===== config.mk =====
export PLATFORM = sky130hd
export DESIGN_NAME = skg_gate
export DESIGN_NICKNAME = d
export VERILOG_FILES = /design/src/rtl/skg_pkg.sv /design/src/rtl/skg_keystore.sv /design/src/rtl/skg_ctrl.sv /design/src/rtl/skg_access.sv /design/src/rtl/skg_gate.sv
export SDC_FILE = /design/constraint.sdc
export NUM_CORES = 1
export LEC_CHECK = 0
export BUFFER_PORTS_ARGS = -buffer_cell sky130_fd_sc_hd__buf_2
export CAP_MARGIN = 30
export CORE_ASPECT_RATIO = 1.4
export CORE_MARGIN = 1
export CORE_UTILIZATION = 35
export DETAILED_ROUTE_END_ITERATION = 7
export PLACE_DENSITY = 0.62
export RECOVER_POWER = 25
export SLEW_MARGIN = 20
export SYNTH_ARGS = -nofsm -noshare
export SYNTH_HDL_FRONTEND = slang
export SYNTH_SLANG_ARGS = --single-unit
export TNS_END_PERCENT = 50

===== constraint.sdc =====
create_clock -name clk -period 2.4 [get_ports clk]
set_input_delay 0.6 -clock clk [delete_from_list [all_inputs] [get_ports clk]]
set_output_delay 0.6 -clock clk [all_outputs]
set_load 0.005 [all_outputs]

===== src/rtl/skg_pkg.sv =====
package skg_pkg;
  typedef enum logic [2:0] {
    S_COLLECT   = 3'd0,
    S_ECHO_WAIT = 3'd1,
    S_ECHO      = 3'd2,
    S_BRK_WAIT  = 3'd3,
    S_BRK       = 3'd4,
    S_DONE      = 3'd5
  } skg_state_e;

  localparam logic [7:0] BAD_READ   = 8'hAD;
  localparam logic [7:0] BREAK_BYTE = 8'h00;
  localparam logic [7:0] BLANK_BYTE = 8'hFF;
  localparam int         FLAG_BIT   = 6;
endpackage


===== src/rtl/skg_keystore.sv =====
module skg_keystore #(
  parameter int          NKEY     = 8,
  parameter logic [63:0] KEY_INIT = 64'h0,
  localparam int         IW       = (NKEY > 1) ? $clog2(NKEY) : 1
) (
  input  logic          clk,
  input  logic          por_n,
  input  logic          erase_req,
  input  logic [IW-1:0] key_idx,
  output logic [7:0]    key_byte
);
  import skg_pkg::*;

  logic [7:0] key_q [NKEY];

  for (genvar g = 0; g < NKEY; g++) begin : g_key
    always_ff @(posedge clk or negedge por_n) begin
      if (!por_n)         key_q[g] <= KEY_INIT[8*g +: 8];
      else if (erase_req) key_q[g] <= BLANK_BYTE;
    end
  end

  assign key_byte = key_q[key_idx];

  // after an erase pulse, whichever byte is selected reads blank
  p_erase_blank_r8: assert property (@(posedge clk) disable iff (!por_n)
    erase_req |=> (key_byte == BLANK_BYTE));
endmodule


===== src/rtl/skg_ctrl.sv =====
module skg_ctrl #(
  parameter  int NKEY       = 8,
  parameter  int BIT_CYCLES = 4,
  localparam int ECHO_CYC   = 2 * BIT_CYCLES,
  localparam int DW         = $clog2(ECHO_CYC + 1),
  localparam int CW         = $clog2(NKEY + 1),
  localparam int IW         = (NKEY > 1) ? $clog2(NKEY) : 1
) (
  input  logic          clk,
  input  logic          por_n,
  input  logic          wrst_n,
  input  logic          rx_valid,
  input  logic [7:0]    rx_data,
  output logic          rx_ready,
  output logic          tx_valid,
  input  logic          tx_ready,
  output logic [7:0]    tx_data,
  output logic          tx_break,
  output logic [IW-1:0] key_idx,
  input  logic [7:0]    key_byte,
  output logic          unlocked,
  output logic          done
);
  import skg_pkg::*;

  skg_state_e    st;
  logic [CW-1:0] cnt;
  logic [DW-1:0] dly;
  logic [7:0]    hold;
  logic          fail;

  always_ff @(posedge clk or negedge por_n) begin
    if (!por_n) begin
      st       <= S_COLLECT;
      cnt      <= '0;
      dly      <= '0;
      hold     <= '0;
      fail     <= 1'b0;
      unlocked <= 1'b0;
      done     <= 1'b0;
    end else begin
      done <= 1'b0;
      if (!wrst_n && st != S_DONE) begin
        st       <= S_DONE;
        fail     <= 1'b1;
        unlocked <= 1'b0;
      end else begin
        case (st)
          S_COLLECT: if (rx_valid) begin
            hold <= rx_data;
            if (rx_data != key_byte) fail <= 1'b1;
            cnt  <= cnt + CW'(1);
            dly  <= DW'(ECHO_CYC - 1);
            st   <= S_ECHO_WAIT;
          end
          S_ECHO_WAIT: if (dly == '0) st <= S_ECHO;
                       else           dly <= dly - DW'(1);
          S_ECHO: if (tx_ready) begin
            if (cnt == CW'(NKEY)) begin
              dly <= DW'(ECHO_CYC - 1);
              st  <= S_BRK_WAIT;
            end else begin
              st  <= S_COLLECT;
            end
          end
          S_BRK_WAIT: if (dly == '0) st <= S_BRK;
                      else           dly <= dly - DW'(1);
          S_BRK: if (tx_ready) begin
            st       <= S_DONE;
            done     <= 1'b1;
            unlocked <= !fail;
          end
          S_DONE: ;
          default: st <= S_DONE;
        endcase
      end
    end
  end

  assign key_idx  = cnt[IW-1:0];
  assign rx_ready = (st == S_COLLECT) || (st == S_DONE);
  assign tx_valid = (st == S_ECHO) || (st == S_BRK);
  assign tx_break = (st == S_BRK);
  assign tx_data  = (st == S_BRK) ? BREAK_BYTE : hold;

  // a break is never offered before all key bytes are counted
  p_brk_after_all_r2: assert property (@(posedge clk) disable iff (!por_n)
    (tx_valid && tx_break) |-> (cnt == CW'(NKEY)));

  // offer held under back-pressure (warm reset withdraws it)
  p_tx_hold_r9: assert property (@(posedge clk) disable iff (!por_n)
    (tx_valid && !tx_ready && wrst_n) |=>
      (tx_valid && $stable(tx_data) && $stable(tx_break)));

  // nothing is transmitted once the attempt is over
  p_silent_after_r7: assert property (@(posedge clk) disable iff (!por_n)
    (st == S_DONE) |-> !tx_valid);

  // flag never moves once the attempt has ended
  p_flag_stable_r4: assert property (@(posedge clk) disable iff (!por_n)
    (st == S_DONE) |=> $stable(unlocked));

  // unlocked only in the finished state and never after a mismatch
  p_unlock_ok_r4: assert property (@(posedge clk) disable iff (!por_n)
    unlocked |-> (st == S_DONE && !fail));
endmodule


===== src/rtl/skg_access.sv =====
module skg_access #(
  parameter int              ADDR_W  = 16,
  parameter logic [ADDR_W-1:0] PROT_LO = 16'hDC00,
  parameter logic [ADDR_W-1:0] PROT_HI = 16'hFBFF
) (
  input  logic              clk,
  input  logic              por_n,
  input  logic              locked,
  input  logic [ADDR_W-1:0] mem_addr,
  input  logic [7:0]        mem_rdata_in,
  output logic [7:0]        mem_rdata_out,
  input  logic              fetch_valid,
  input  logic [ADDR_W-1:0] fetch_addr,
  output logic              rst_req
);
  import skg_pkg::*;

  logic rd_hit, fe_hit;

  assign rd_hit = (mem_addr >= PROT_LO) && (mem_addr <= PROT_HI);
  assign fe_hit = (fetch_addr >= PROT_LO) && (fetch_addr <= PROT_HI);

  assign mem_rdata_out = (locked && rd_hit) ? BAD_READ : mem_rdata_in;

  always_ff @(posedge clk or negedge por_n) begin
    if (!por_n) rst_req <= 1'b0;
    else        rst_req <= fetch_valid && fe_hit && locked;
  end

  // a locked fetch inside the window raises the reset request
  p_fetch_reset_r6: assert property (@(posedge clk) disable iff (!por_n)
    (fetch_valid && locked && fetch_addr >= PROT_LO && fetch_addr <= PROT_HI)
      |=> rst_req);

  // an unlocked reader always sees memory data
  p_pass_unlocked_r5: assert property (@(posedge clk) disable iff (!por_n)
    !locked |-> (mem_rdata_out == mem_rdata_in));
endmodule


===== src/rtl/skg_gate.sv =====
module skg_gate #(
  parameter int                NKEY       = 8,
  parameter int                BIT_CYCLES = 4,
  parameter logic [63:0]       KEY_INIT   = 64'h3C5A_7E19_D2B4_8F06,
  parameter int                ADDR_W     = 16,
  parameter logic [ADDR_W-1:0] PROT_LO    = 16'hDC00,
  parameter logic [ADDR_W-1:0] PROT_HI    = 16'hFBFF,
  localparam int               IW         = (NKEY > 1) ? $clog2(NKEY) : 1
) (
  input  logic              clk,
  input  logic              por_n,
  input  logic              wrst_n,
  input  logic              rx_valid,
  input  logic [7:0]        rx_data,
  output logic              rx_ready,
  output logic              tx_valid,
  input  logic              tx_ready,
  output logic [7:0]        tx_data,
  output logic              tx_break,
  input  logic              erase_req,
  input  logic [ADDR_W-1:0] mem_addr,
  input  logic [7:0]        mem_rdata_in,
  output logic [7:0]        mem_rdata_out,
  input  logic              fetch_valid,
  input  logic [ADDR_W-1:0] fetch_addr,
  output logic              rst_req,
  output logic [7:0]        stat_byte,
  output logic              entry_done
);
  import skg_pkg::*;

  logic [IW-1:0] key_idx;
  logic [7:0]    key_byte;
  logic          unlocked;

  skg_keystore #(.NKEY(NKEY), .KEY_INIT(KEY_INIT)) u_keys (
    .clk(clk), .por_n(por_n), .erase_req(erase_req),
    .key_idx(key_idx), .key_byte(key_byte)
  );

  skg_ctrl #(.NKEY(NKEY), .BIT_CYCLES(BIT_CYCLES)) u_ctrl (
    .clk(clk), .por_n(por_n), .wrst_n(wrst_n),
    .rx_valid(rx_valid), .rx_data(rx_data), .rx_ready(rx_ready),
    .tx_valid(tx_valid), .tx_ready(tx_ready), .tx_data(tx_data),
    .tx_break(tx_break), .key_idx(key_idx), .key_byte(key_byte),
    .unlocked(unlocked), .done(entry_done)
  );

  skg_access #(.ADDR_W(ADDR_W), .PROT_LO(PROT_LO), .PROT_HI(PROT_HI)) u_acc (
    .clk(clk), .por_n(por_n), .locked(!unlocked),
    .mem_addr(mem_addr), .mem_rdata_in(mem_rdata_in),
    .mem_rdata_out(mem_rdata_out), .fetch_valid(fetch_valid),
    .fetch_addr(fetch_addr), .rst_req(rst_req)
  );

  always_comb begin
    stat_byte           = 8'h00;
    stat_byte[FLAG_BIT] = unlocked;
  end
endmodule


==> impl_metrics.toml <==
[critical_path]
path_max_fanout = 13
critical_path_class = "reg -> out"
path_cells = "nor2_1 > and2_1 > nor2b_1 > buf_2"
rr_startpoint = "u_ctrl.cnt[1]"
reg2regPathDepth = 7
slowest_stage = "dfrtp_1"
r2r_slack_ns = 0.55
critPathMaxStageDelay_ns = 0.45
start_kind = "flip-flop"
cp-end-kind = "primary output"
required_ns = 1.80
crit-reg2reg-capture = "u_ctrl.dly[2]"
crit_arrival_ns = 1.57

[global_route]
grt-ovfl-total = 0
track_usage_pct = 15.45
grt_pass1_wl_um = 6058
grt_max_degree = 25
antenna_found_initial = 0
grt_pass1_vias = 1405

[sta]
tightest_slew_ns = 1.272
setup_violations = 0
hold_violations = 0
relSlewSlack_pct = 15.18
hold-worst-slack_ns = 0.4650
fmax_ghz = 0.4599
drv_slew = 0
fin_skew_ns = 0.002187
timing.final.crit_share_pct = 90.61
tns_ns = 0
rsz0062_at_grt = "no"
min_period_ns = 2.175

[logic_synthesis]
syn_avg_cell_area_um2 = 8.151
synthDominantCellAreaShare_pct = 36.47
ys_ff_latch = 24
syn_inst = 202
yosysTopAreaCell = "dfrtp_1"
yosysUniqueCellTypes = 45
synthFlopType = "dfrtp_1"
synth_warnings = 0
synth_edf_count = 0
synth_area_um2 = 1647
ys_seq_area_share_pct = 36.47
synth_area_leaders = "dfrtp_1 36%, nand2_1 8.4%, nor2b_1 6.5%, buf_4 3.6%, a21oi_1 3.3%"
async_flop_share_pct = 100.0

[clock_tree]
cts.path.max_buffers = 2
root_buffer = "clkbuf_8"
cts_setup_buffers = 0
numCtsBuffers = 3
clk_latency_ns = 0.27
cts_tree = "built"
cts.clk_slew.worst_paths_ns = 0.09
post_cts_resized = 0
ctsHtreeMaxLevel = 1
cts.sink_count = 24
cts_hold_buf = 0

[layout]
area_growth_pct = 22.04
multi_input_area_um2 = 937.1
drive_above_1_share_pct = 28.13
fill_cells = 464
n_antenna_cell = 0
nNetsFinal = 315
layout.area.seq_um2 = 600.6

[route]
wl_per_cell_um = 11.47
wl_met1_um = 1622
drt-total-wl_um = 3648
num_vias = 1556
drtIter0Drc = 52
avgViaCountPerCell = 4.893
dr.pass1.iters = 4
maxUsedRoutingLayer = "met4"
drc = 0
drtAntennaViolNets = 0
wl_met3_um = 175
wl_met2_um = 1790

[power]
seqPwrFrac_pct = 52.6
leakage_nw = 0.9759
p_switching_uw = 179.3
power.density_nw_per_um2 = 385.9
switching_share_pct = 23.13
p_clk_share_pct = 36.2
vdd_drop_max_mv = 0.2168
p_comb_share_pct = 11.2
p_int_uw = 596.1

[die]
coreArea_um2 = 4536
ioPinCount = 84
start_util_pct = 36.30
die_x_um = 59.97
rows = 29
dieArea_um2 = 4987
die_h_um = 83.16

[outcome]
status = "finished, final reports clean"

[min_path]
min_to = "u_ctrl.cnt[3]"
hold_path.class = "reg -> reg"
min-delay-start = "u_ctrl.cnt[3]"
hold_depth = 1

[placement]
port_buffers = 56
hpwl_um = 2778
gp_congestion = 0.7781

[job]
maxCapViolations = 0
-- cells in the mapped netlist, types with 2 or more instances --
cell type	instances
nand2b_1	3
nand4b_1	2
nand3_2	2
and2_1	2
inv_1	6
or3_1	2
xor2_1	3
nor3_1	5
a31oi_1	2
a21oi_1	11
nand2_1	37
nand3_1	4
xnor2_1	5
o21ai_0	9
buf_4	8
ha_1	3
nor2b_1	17
nor2_1	11
dfrtp_1	24
a32oi_1	4
buf_2	6
nor3b_1	4
or2_2	6
a41oi_1	2
a22o_1	2
o31ai_1	2
nor4_1	2
-- layer usage --
layer	vias up	GRT usage, %
met5	-	0
met4	0	5.074
met3	6	1.713
met2	53	27.07
met1	707	18.93
li1	790	-
-- power groups by stage --
stage                     clock network [mW]  logic, mW  registers [mW]
after detailed placement                   0     0.0882           0.416
after global placement                     0     0.0876           0.416
after floorplan                            0     0.0401           0.416
after global routing                   0.299     0.0990           0.409
final                                  0.280     0.0870           0.408
after CTS                              0.285     0.0884           0.408
-- placed cells by master, fill, tap and decap left out, types with 5 or more instances in the layout --
| cell type | count |
|---|---|
| o21ai_0 | 9 |
| dfrtp_1 | 24 |
| nor2b_1 | 17 |
| a21oi_1 | 11 |
| nor3_1 | 5 |
| buf_2 | 55 |
| nor2_1 | 11 |
| inv_1 | 6 |
| conb_1 | 7 |
| or2_2 | 6 |
| xnor2_1 | 5 |
| nand2_1 | 37 |
| buf_4 | 5 |
-- critical path, delay by kind of cell (launching register included) --
family,cells,cell delay (ns)
simple gates,3,0.71
flops,1,0.45
buf+inv,1,0.14
-- state kept, by name, summed over array words and instances, names as in the netlist --
name and flops:
u_keys.key_q 1, u_ctrl.unlocked 1, u_acc.rst_req 1, u_ctrl.fail 1, u_ctrl.cnt 4, u_ctrl.done 1, u_ctrl.st 3, u_ctrl.hold 8
u_ctrl.dly 4
-- area by class of cell --
type / count / area share, %
well taps: 62 / 3.861
inverters: 6 / 1.121
multi-input cells: 161 / 46.64
repair buffers: 61 / 15.75
clock buffers: 4 / 2.740
flip-flops and latches: 24 / 29.89
-- worst max-delay path by stage --
stage	startpoint	to	slack, ns	cells past startpoint
after global placement	mem_addr[11]	mem_rdata_out[2]	0.27	7
after detailed placement	mem_addr[11]	mem_rdata_out[2]	0.26	7
after global routing	u_ctrl.st[1]	tx_data[7]	0.06	4
after floorplan	mem_addr[11]	mem_rdata_out[0]	0.39	4
final	u_ctrl.st[1]	tx_data[5]	0.23	4
after CTS	u_ctrl.st[1]	tx_data[5]	0.19	4
-- cells by family after synthesis --
kind of cell / count (synthesis) / share of synthesized area, %
fa+ha+maj: 3 / 2.280
xor+xnor: 8 / 4.255
flops: 24 / 36.47
mux: 1 / 0.6079
other cells: 1 / 0.2277
buf+inv: 23 / 7.978
compound gates: 39 / 15.27
simple gates: 103 / 32.90
-- metrics by stage --
step,util [%],instances,power (mW),setup slack (ns),cell area (um2)
floorplan,-,208,0.4559,0.3905,1669
global placement,43.12,314,0.5036,0.2680,1956
detailed placement,43.12,314,0.5043,0.2641,1956
CTS,44.33,318,0.7816,0.1908,2011
global route,44.30,318,0.8067,0.06422,2009
finish,44.30,318,0.7754,0.2254,2009
(Power assumes the default switching activity.)
